==> src/rtl/addsub_pkg.sv <==
package addsub_pkg;
  localparam int GRP_W = 4;

  typedef struct packed {
    logic g;
    logic p;
  } gp_t;
endpackage

==> src/rtl/cla_bit_cell.sv <==
module cla_bit_cell (
  input  logic a_i,
  input  logic b_i,
  input  logic c_i,
  output logic g_o,
  output logic p_o,
  output logic s_o
);
  assign g_o = a_i & b_i;
  assign p_o = a_i ^ b_i;
  assign s_o = p_o ^ c_i;
endmodule

==> src/rtl/cla_group4.sv <==
module cla_group4
  import addsub_pkg::*;
(
  input  logic [GRP_W-1:0] a_i,
  input  logic [GRP_W-1:0] b_i,
  input  logic             c_in,
  output logic [GRP_W-1:0] sum_o,
  output gp_t              grp_o,
  output logic             c_top_o
);
  logic [GRP_W-1:0] g_v;
  logic [GRP_W-1:0] p_v;
  logic [GRP_W-1:0] cin_v;

  for (genvar k = 0; k < GRP_W; k++) begin : g_cell
    cla_bit_cell u_cell (
      .a_i (a_i[k]),
      .b_i (b_i[k]),
      .c_i (cin_v[k]),
      .g_o (g_v[k]),
      .p_o (p_v[k]),
      .s_o (sum_o[k])
    );
  end

  // Flattened two-level carries; none is derived from another carry.
  always_comb begin
    cin_v[0] = c_in;
    cin_v[1] = g_v[0] | (p_v[0] & c_in);
    cin_v[2] = g_v[1] | (p_v[1] & g_v[0]) | (p_v[1] & p_v[0] & c_in);
    cin_v[3] = g_v[2] | (p_v[2] & g_v[1]) | (p_v[2] & p_v[1] & g_v[0])
             | (p_v[2] & p_v[1] & p_v[0] & c_in);
  end

  assign grp_o.g = g_v[3] | (p_v[3] & g_v[2]) | (p_v[3] & p_v[2] & g_v[1])
                 | (p_v[3] & p_v[2] & p_v[1] & g_v[0]);
  assign grp_o.p = &p_v;
  assign c_top_o = cin_v[3];
endmodule

==> src/rtl/cla_group_carry.sv <==
module cla_group_carry #(
  parameter int GROUPS = 4
) (
  input  logic [GROUPS-1:0] gg_i,
  input  logic [GROUPS-1:0] gp_i,
  input  logic              c_in,
  output logic [GROUPS:0]   c_o
);
  // Each group carry is an OR of AND terms over the group G/P and c_in.
  always_comb begin
    logic acc;
    logic term;
    c_o[0] = c_in;
    for (int j = 0; j < GROUPS; j++) begin
      acc = 1'b0;
      for (int k = 0; k <= j; k++) begin
        term = gg_i[k];
        for (int m = k + 1; m <= j; m++) term = term & gp_i[m];
        acc = acc | term;
      end
      term = c_in;
      for (int m = 0; m <= j; m++) term = term & gp_i[m];
      c_o[j+1] = acc | term;
    end
  end
endmodule

==> src/rtl/lookahead_addsub.sv <==
module lookahead_addsub
  import addsub_pkg::*;
#(
  parameter int WIDTH = 16
) (
  input  logic             clk,
  input  logic             rst,
  input  logic [WIDTH-1:0] i_a,
  input  logic [WIDTH-1:0] i_b,
  input  logic             i_sub,
  output logic [WIDTH-1:0] o_result,
  output logic             o_carry,
  output logic             o_ovf
);
  localparam int GROUPS = WIDTH / GRP_W;

  if ((WIDTH % GRP_W) != 0 || WIDTH < GRP_W) begin : g_width_bad
    $error("lookahead_addsub: WIDTH must be a nonzero multiple of 4");
  end

  logic [WIDTH-1:0]  b_eff;
  logic [WIDTH-1:0]  sum_c;
  logic [GROUPS-1:0] grp_g;
  logic [GROUPS-1:0] grp_p;
  logic [GROUPS-1:0] grp_top;
  logic [GROUPS:0]   grp_c;

  assign b_eff = i_sub ? ~i_b : i_b;

  for (genvar q = 0; q < GROUPS; q++) begin : g_grp
    gp_t gp_w;
    cla_group4 u_grp (
      .a_i     (i_a[q*GRP_W +: GRP_W]),
      .b_i     (b_eff[q*GRP_W +: GRP_W]),
      .c_in    (grp_c[q]),
      .sum_o   (sum_c[q*GRP_W +: GRP_W]),
      .grp_o   (gp_w),
      .c_top_o (grp_top[q])
    );
    assign grp_g[q] = gp_w.g;
    assign grp_p[q] = gp_w.p;
  end

  cla_group_carry #(.GROUPS(GROUPS)) u_carry (
    .gg_i (grp_g),
    .gp_i (grp_p),
    .c_in (i_sub),
    .c_o  (grp_c)
  );

  always_ff @(posedge clk) begin
    if (rst) begin
      o_result <= '0;
      o_carry  <= 1'b0;
      o_ovf    <= 1'b0;
    end else begin
      o_result <= sum_c;
      o_carry  <= grp_c[GROUPS];
      o_ovf    <= grp_c[GROUPS] ^ grp_top[GROUPS-1];
    end
  end
endmodule

==> config.mk <==
export PLATFORM = sky130hd
export DESIGN_NAME = lookahead_addsub
export DESIGN_NICKNAME = d
export VERILOG_FILES = /design/src/rtl/addsub_pkg.sv /design/src/rtl/cla_bit_cell.sv /design/src/rtl/cla_group4.sv /design/src/rtl/cla_group_carry.sv /design/src/rtl/lookahead_addsub.sv
export SDC_FILE = /design/constraint.sdc
export NUM_CORES = 1
export LEC_CHECK = 0
export BUFFER_PORTS_ARGS = -buffer_cell sky130_fd_sc_hd__buf_2
export CORE_MARGIN = 2
export CORE_UTILIZATION = 47
export DETAILED_ROUTE_END_ITERATION = 10
export PLACE_DENSITY = 0.79
export SLEW_MARGIN = 10
export SYNTH_ARGS = -nofsm -noshare
export SYNTH_HDL_FRONTEND = slang
export SYNTH_SLANG_ARGS = --single-unit
==> constraint.sdc <==
create_clock -name clk -period 3.7 [get_ports clk]
set_input_delay 0.185 -clock clk [delete_from_list [all_inputs] [get_ports clk]]
set_output_delay 0.185 -clock clk [all_outputs]
set_load 0.005 [all_outputs]
==> flow_metrics.env, run 1 <==
export IMPL_status="completed"
export IMPL_coreArea_um2=2500
export IMPL_cp_max_fo=20
export IMPL_synth_distinct_cells=26
export IMPL_finalCritPeriodShare=0.700
export IMPL_crit_start="i_sub"
export IMPL_cp_start_kind="primary input"
export IMPL_dp_hpwl_um=2220
export IMPL_fmax_ghz=0.386
export IMPL_setup_viol=0
export IMPL_rows=18
export IMPL_ios=53
export IMPL_cp_data_required_time_ps=3940
export IMPL_postCtsSetupBuffers=0
export IMPL_p_sw_frac=0.342
export IMPL_clock_sinks=18
export IMPL_netlist_area_um2=1250
export IMPL_ant_nets=0
export IMPL_p_int_mw=0.387
export IMPL_dr_pass1_iters=4
export IMPL_comb_power_share=0.431
export IMPL_cts_buffers_inserted=3
export IMPL_drv_cap=0
export IMPL_clkPwrFrac=0.168
export IMPL_die_h_um=55.6
export IMPL_syn_nets=193
export IMPL_numPortBuffers=52
export IMPL_avgSynthCellArea_um2=9.01
export IMPL_drc=0
export IMPL_grt_pass1_vias=1143
export IMPL_p_total_mw=0.587
export IMPL_worstPathArrival_ps=2830
export IMPL_drt_total_wl_um=2720
export IMPL_cts_root_buf="clkbuf_4"
export IMPL_dr_first_iter_drc_count=17
export IMPL_hp_start="rst"
export IMPL_hold_viol_final=0
export IMPL_wire_per_inst_um=12.4
export IMPL_vdd_ir_drop_max_uv=271
export IMPL_grt_pass1_wl_um=4510
export IMPL_slew_violations=0
export IMPL_ys_seq_elements=18
export IMPL_die_area_um2=3090
export IMPL_path_class="in2reg"
export IMPL_final_util=0.623
export IMPL_clkTransAtPathRegs_ps=100
export IMPL_gr_usage_all_layers=0.180
export IMPL_start_util=0.501
export IMPL_grt_overflow=0
export IMPL_post_cts_resized=0
export IMPL_maxSlewHeadroom=0.664
export IMPL_worst_slew_pin_slew_ps=504
export IMPL_dr_total_vias=1124
export IMPL_p_sw_mw=0.201
export IMPL_cts_max_path_buffers=2
export IMPL_num_nets_final=246
export IMPL_htree_levels=1
export IMPL_seqPwrFrac=0.402
export IMPL_dieWidth_um=55.6
export IMPL_instances_no_fill=220
export IMPL_min_path_type="in2reg"
export IMPL_powerDensity_nw_per_um2=377
export IMPL_gp_congestion=0.862
export IMPL_antenna_found_initial=0
export IMPL_grt_max_degree=21
export IMPL_viasPerCell=5.11
export IMPL_drive_above_1_share=0.316
export IMPL_yosysWarnings=0
export IMPL_syn_inst=139
export IMPL_areaGrowthSynthToFinish_pct=24.3
export IMPL_power_leakage_nw=0.812
export IMPL_rsz0062_at_grt="no"
export IMPL_setup_tns_ps=0
export IMPL_layout_min_cycle_time_ps=2590
export IMPL_num_antenna_cells=0
export IMPL_cts_tree="done"
export IMPL_critPathCaptureType="register"
export IMPL_place_inst=217
export IMPL_postCtsHoldBufs=0
export IMPL_ys_seq_area_frac=0.288
final timing paths:
| kind | depth (start not counted) | to | slack [ps] |
|---|---|---|---|
| hold / removal | 2 | o_result[12] | 240 |
| setup / recovery | 10 | o_result[12] | 1110 |
Yosys cell counts:
master / n / area [µm²]
o221ai_1: 1 / 8.76
buf_2: 1 / 5.00
a21oi_2: 1 / 8.76
nand3_1: 5 / 25.0
xor2_1: 20 / 175
nand2_1: 3 / 11.3
and3_1: 1 / 6.26
nor3_1: 4 / 20.0
dfxtp_1: 18 / 360
o21ba_2: 1 / 10.0
mux2i_1: 1 / 10.0
nor2_1: 17 / 63.8
fa_1: 3 / 60.1
o21bai_1: 2 / 15.0
nand4_1: 2 / 12.5
a21oi_1: 9 / 45.0
a21boi_2: 1 / 11.3
a211oi_1: 2 / 15.0
or3_4: 1 / 11.3
inv_1: 9 / 33.8
o21ai_0: 6 / 30.0
a21o_1: 4 / 30.0
o21bai_2: 1 / 11.3
clkbuf_1: 3 / 11.3
xnor2_1: 7 / 61.3
ha_1: 16 / 200
cells by family (layout without fill, tap and decap cells):
family,count (synthesis),count (layout),synth area share
compound gates,28,28,0.148
simple gates,33,33,0.120
fa+ha+maj,19,19,0.208
mux,1,1,0.00799
flops,18,18,0.288
buf+inv,13,64,0.0400
xor+xnor,27,27,0.189
flip-flops by register name, indices dropped and copies added, names as in the netlist:
signal,count
o_carry,1
o_result,16
o_ovf,1
per-stage QoR:
step	instance area [µm²]	hold slack [ps]	worst slack, ps
floorplan	1250	448	857
global placement	1530	546	874
detailed placement	1530	552	808
CTS	1560	236	1120
global route	1560	260	870
finish	1560	238	1110
power by group through the flow:
stage               logic [mW]  clock network [mW]  registers, mW
floorplan                0.163                   0          0.247
global placement         0.244                   0          0.239
detailed placement       0.253                   0          0.241
CTS                      0.255               0.101          0.237
global route             0.288               0.104          0.239
finish                   0.253              0.0984          0.236
layout by cell type, fill, tap and decap left out, types with 2 or more instances in the layout:
cell type,instances
xor2_1,20
a211oi_1,2
nor2_1,17
ha_1,16
nor3_1,4
nand4_1,2
buf_2,52
inv_1,9
a21oi_1,9
nand3_1,5
fa_1,3
o21bai_1,2
xnor2_1,7
a21o_1,4
o21ai_0,6
dfxtp_1,18
nand2_1,3
clkbuf_4,3
critical path, stage by stage:
cell and delay (ps):
buf_2 410, xor2_1 200, ha_1 290, a211oi_1 360
o21bai_2 160, a21oi_2 290, o21ai_0 190, a21oi_1 210
fa_1 430, nor2_1 100
cell type report:
type | instances | area (µm²)
fill | 239 | 943
tap | 30 | 37.5
timing repair buffer | 52 | 260
sequential | 18 | 360
inverter | 9 | 33.8
multi-input combinational | 108 | 842
clock buffer | 3 | 22.5
per-layer routing:
metal | global-route usage | routed length (µm) | up-vias
li1 | - | - | 578
met1 | 0.195 | 1120 | 487
met2 | 0.332 | 1300 | 50
met3 | 0.0256 | 218 | 9
met4 | 0.0976 | 74 | 0
met5 | 0 | 0 | -
Power figures use the tool's default switching activity.
==> run 2, diff against run 1 <==
- clock period: 3.7 -> 2.7 ns (I/O delays scaled with it)
==> run 2 against run 1 <==
  * Die area stayed put
  * Count of clock-buffer cells in the layout is 1 higher
  * Via count is 0.27% higher
  * Worst hold slack worse by 71 ps
  * Power is 44% higher
  * Sequential share of layout area is 0.53 points lower
  * Flip-flop and latch count stayed put
  * Critical path type unchanged
  * Largest cell class unchanged
  * Highest routed layer unchanged
==> flow_metrics.env, run 2 (synthesis gave the netlist of run 1 again) <==
export IMPL_status="completed"
export IMPL_final_cell_mix="52 x buf_2, 20 x xor2_1, 18 x dfxtp_1, 17 x nor2_1, 16 x ha_1"
export IMPL_dr_pass1_iters=4
export IMPL_finalCritPeriodShare=0.825
export IMPL_postCtsSetupBuffers=0
export IMPL_clkTransAtPathRegs_ps=100
export IMPL_postCtsHoldBufs=0
export IMPL_dr_total_vias=1127
export IMPL_num_nets_final=249
export IMPL_drv_cap=0
export IMPL_drt_total_wl_um=2540
export IMPL_min_path_type="in2reg"
export IMPL_layout_min_cycle_time_ps=2230
export IMPL_critPathCaptureType="register"
export IMPL_numPortBuffers=52
export IMPL_rows=18
export IMPL_die_h_um=55.6
export IMPL_areaGrowthSynthToFinish_pct=27.2
export IMPL_post_cts_resized=0
export IMPL_largest_reg_flops=16
export IMPL_placed_cell_area_um2=1560
export IMPL_setup_tns_ps=0
export IMPL_grt_pass1_wl_um=4510
export IMPL_path_class="in2reg"
export IMPL_num_fill_cells=215
export IMPL_instances_no_fill=224
export IMPL_rsz0062_at_grt="no"
export IMPL_dr_first_iter_drc_count=10
export IMPL_p_total_mw=0.844
export IMPL_place_inst=220
export IMPL_setup_ws_ps=474
export IMPL_num_antenna_cells=0
export IMPL_drc=0
export IMPL_worst_slew_pin_slew_ps=390
export IMPL_drive_above_1_share=0.330
export IMPL_grt_max_degree=19
export IMPL_fmax_ghz=0.449
export IMPL_worstPathArrival_ps=2470
export IMPL_top_register="o_result"
export IMPL_post_place_ws_ps=134
export IMPL_cts_buffers_inserted=3
export IMPL_gr_usage_all_layers=0.181
export IMPL_die_area_um2=3090
export IMPL_power_leakage_nw=0.833
export IMPL_coreArea_um2=2500
export IMPL_dp_hpwl_um=2190
export IMPL_design_area_um2=1590
export IMPL_reg_top3="o_result: 16 flops, o_carry: 1 flops, o_ovf: 1 flops"
export IMPL_grt_pass1_vias=1108
export IMPL_mostFrequentLayoutCell="buf_2"
export IMPL_vdd_ir_drop_max_uv=310
export IMPL_htree_levels=1
export IMPL_maxSlewHeadroom=0.738
export IMPL_cp_data_required_time_ps=2950
export IMPL_cp_max_fo=10
export IMPL_start_util=0.501
export IMPL_grt_overflow=0
export IMPL_slew_violations=0
export IMPL_final_util=0.637
export IMPL_clock_sinks=18
export IMPL_setup_viol=0
export IMPL_antenna_found_initial=0
export IMPL_cp_start_kind="primary input"
export IMPL_fin_hold_ws_ps=167
export IMPL_ios=53
export IMPL_viasPerCell=5.03
export IMPL_wire_per_inst_um=11.3
export IMPL_dieWidth_um=55.6
export IMPL_gp_congestion=0.847
export IMPL_hold_viol_final=0
export IMPL_ant_nets=0
export IMPL_cts_root_buf="clkbuf_4"
export IMPL_powerDensity_nw_per_um2=530
export IMPL_cts_max_path_buffers=2
export IMPL_cts_tree="done"
==> run 2: changes by cell type in the layout (fill, tap and decap cells not counted) <==
cell and delta:
buf_4 +3, clkbuf_8 +1
==> run 2: critical path: stages <==
cell and delay (ps):
buf_2 240, xor2_1 190, ha_1 290, a211oi_1 400, o21bai_2 160, a21oi_2 150, o21ai_0 150, a21oi_1 210
fa_1 430, nor2_1 110
==> run 2: final timing paths <==
check  start            to  slack (ps)  cells after the start
min      rst   o_result[8]         170                      2
max    i_sub  o_result[12]         470                     10
==> run 2: report_power, final <==
group,internal [mW],switching [mW],leakage [nW]
clock,0.0825,0.0887,0.0210
sequential,0.313,0.00933,0.150
combinational,0.171,0.179,0.662
==> run 2: final cells by class <==
class	instances	area [µm²]	share of cell area
well taps	30	37.5	0.0236
clock buffers	4	36.3	0.0228
inverters	9	33.8	0.0212
flip-flops and latches	18	360	0.226
repair buffers	55	283	0.178
multi-input cells	108	842	0.529
==> run 2: metal layers <==
metal,global-route usage,vias to the layer above,share of wire
li1,-,582,-
met1,0.194,503,0.41
met2,0.327,37,0.51
met3,0.0465,5,0.058
met4,0.0906,0,0.019
met5,0,-,0
==> run 3, diff against run 2 <==
- clock period: 2.7 -> 2.3 ns (I/O delays scaled with it)
==> run 3 against run 2 <==
  * Critical path depth stayed put
  * Cell area is 2.4% higher
  * Core utilization is 1.6 points higher
  * Critical endpoint unchanged
  * Global-route usage is 0.70 points higher
  * Largest power group unchanged
  * Die area stayed put
==> flow_metrics.env, run 3 (synthesis gave the netlist of run 1 again) <==
export IMPL_status="completed"
export IMPL_p_sw_mw=0.338
export IMPL_grt_pass1_vias=1139
export IMPL_top_register="o_result"
export IMPL_gp_congestion=0.868
export IMPL_setup_tns_ps=0
export IMPL_finalCritPeriodShare=0.876
export IMPL_hold_viol_final=0
export IMPL_seqPwrFrac=0.371
export IMPL_maxSlewHeadroom=0.784
export IMPL_cts_root_buf="clkbuf_4"
export IMPL_drc=0
export IMPL_coreArea_um2=2500
export IMPL_ant_nets=0
export IMPL_layout_min_cycle_time_ps=2010
export IMPL_path_class="in2reg"
export IMPL_worstPathArrival_ps=2270
export IMPL_setup_viol=0
export IMPL_largest_reg_flops=16
export IMPL_numPortBuffers=52
export IMPL_p_sw_frac=0.331
export IMPL_fmax_ghz=0.497
export IMPL_areaGrowthSynthToFinish_pct=30.3
export IMPL_cts_max_path_buffers=2
export IMPL_rsz0062_at_grt="no"
export IMPL_gr_usage_all_layers=0.188
export IMPL_die_h_um=55.6
export IMPL_slew_violations=0
export IMPL_ios=53
export IMPL_mostFrequentLayoutCell="buf_2"
export IMPL_cp_start_kind="primary input"
export IMPL_num_antenna_cells=0
export IMPL_drt_total_wl_um=2810
export IMPL_critPathCaptureType="register"
export IMPL_clkTransAtPathRegs_ps=110
export IMPL_post_place_ws_ps=-36.0
export IMPL_dp_hpwl_um=2330
export IMPL_grt_overflow=0
export IMPL_dr_total_vias=1165
export IMPL_rows=18
export IMPL_grt_max_degree=19
export IMPL_viasPerCell=5.11
export IMPL_final_cell_mix="52 x buf_2, 20 x xor2_1, 18 x dfxtp_1, 17 x nor2_1, 16 x ha_1"
export IMPL_min_path_type="in2reg"
export IMPL_cts_tree="done"
export IMPL_setup_ws_ps=286
export IMPL_postCtsSetupBuffers=0
export IMPL_drv_cap=0
export IMPL_comb_power_share=0.430
export IMPL_antenna_found_initial=0
export IMPL_power_leakage_nw=0.855
export IMPL_cts_buffers_inserted=3
export IMPL_wire_per_inst_um=12.3
export IMPL_die_area_um2=3090
export IMPL_dieWidth_um=55.6
export IMPL_postCtsHoldBufs=0
export IMPL_dr_first_iter_drc_count=15
export IMPL_grt_pass1_wl_um=4680
export IMPL_htree_levels=1
export IMPL_clkPwrFrac=0.199
export IMPL_drive_above_1_share=0.354
export IMPL_cp_max_fo=12
export IMPL_powerDensity_nw_per_um2=626
export IMPL_dr_pass1_iters=4
export IMPL_num_fill_cells=211
export IMPL_design_area_um2=1630
export IMPL_post_cts_resized=0
export IMPL_num_nets_final=253
export IMPL_clock_sinks=18
export IMPL_worst_slew_pin_slew_ps=321
export IMPL_start_util=0.501
export IMPL_reg_top3="o_result: 16 flops, o_carry: 1 flops, o_ovf: 1 flops"
export IMPL_cp_data_required_time_ps=2550
export IMPL_placed_cell_area_um2=1600
export IMPL_vdd_ir_drop_max_uv=502
export IMPL_p_int_mw=0.683
==> run 3: layout make-up <==
cell class | count | area [µm²] | share of cell area
inverters | 9 | 33.8 | 0.0207
flip-flops and latches | 18 | 360 | 0.221
multi-input cells | 108 | 851 | 0.521
clock buffers | 4 | 36.3 | 0.0222
well taps | 30 | 37.5 | 0.0230
repair buffers | 59 | 313 | 0.192
==> run 3: metrics by stage <==
| step | hold slack [ps] | util | total power, mW | cells |
|---|---|---|---|---|
| 3_5_place_dp | 479 | 0.638 | 0.826 | 224 |
| 3_3_place_gp | 477 | 0.638 | 0.807 | 224 |
| 5_1_grt | 172 | 0.653 | 1.10 | 228 |
| 6_report | 158 | 0.653 | 1.02 | 228 |
| 2_1_floorplan | 360 | - | 0.668 | 139 |
| 4_1_cts | 164 | 0.653 | 1.02 | 228 |
==> run 3: worst max-delay path, cell delays in order <==
cell,delay [ps]
buf_2,230
buf_4,280
xor2_1,190
ha_1,270
a21o_1,170
a21oi_1,180
o21ai_1,120
a21oi_1,190
fa_1,440
nor2_1,100
==> run 3: worst paths after layout <==
check	start	to	slack, ps	cells after the start
worst max-delay path	i_sub	o_result[12]	290	10
worst min-delay path	rst	o_result[12]	160	2
==> run 3: power by group through the flow <==
stage                     sequential [mW]  combinational [mW]  clock [mW]
final                               0.379               0.439       0.203
after global routing                0.384               0.493       0.220
after CTS                           0.380               0.442       0.202
after detailed placement            0.387               0.439           0
after global placement              0.385               0.422           0
after floorplan                     0.397               0.271           0
==> run 3: metal layers <==
layer  share of wire  routed length (µm)  track usage
met5               0                   0            0
met4           0.030                  85       0.0976
met3           0.051                 144       0.0419
met2            0.52                1470        0.337
met1            0.40                1110        0.206
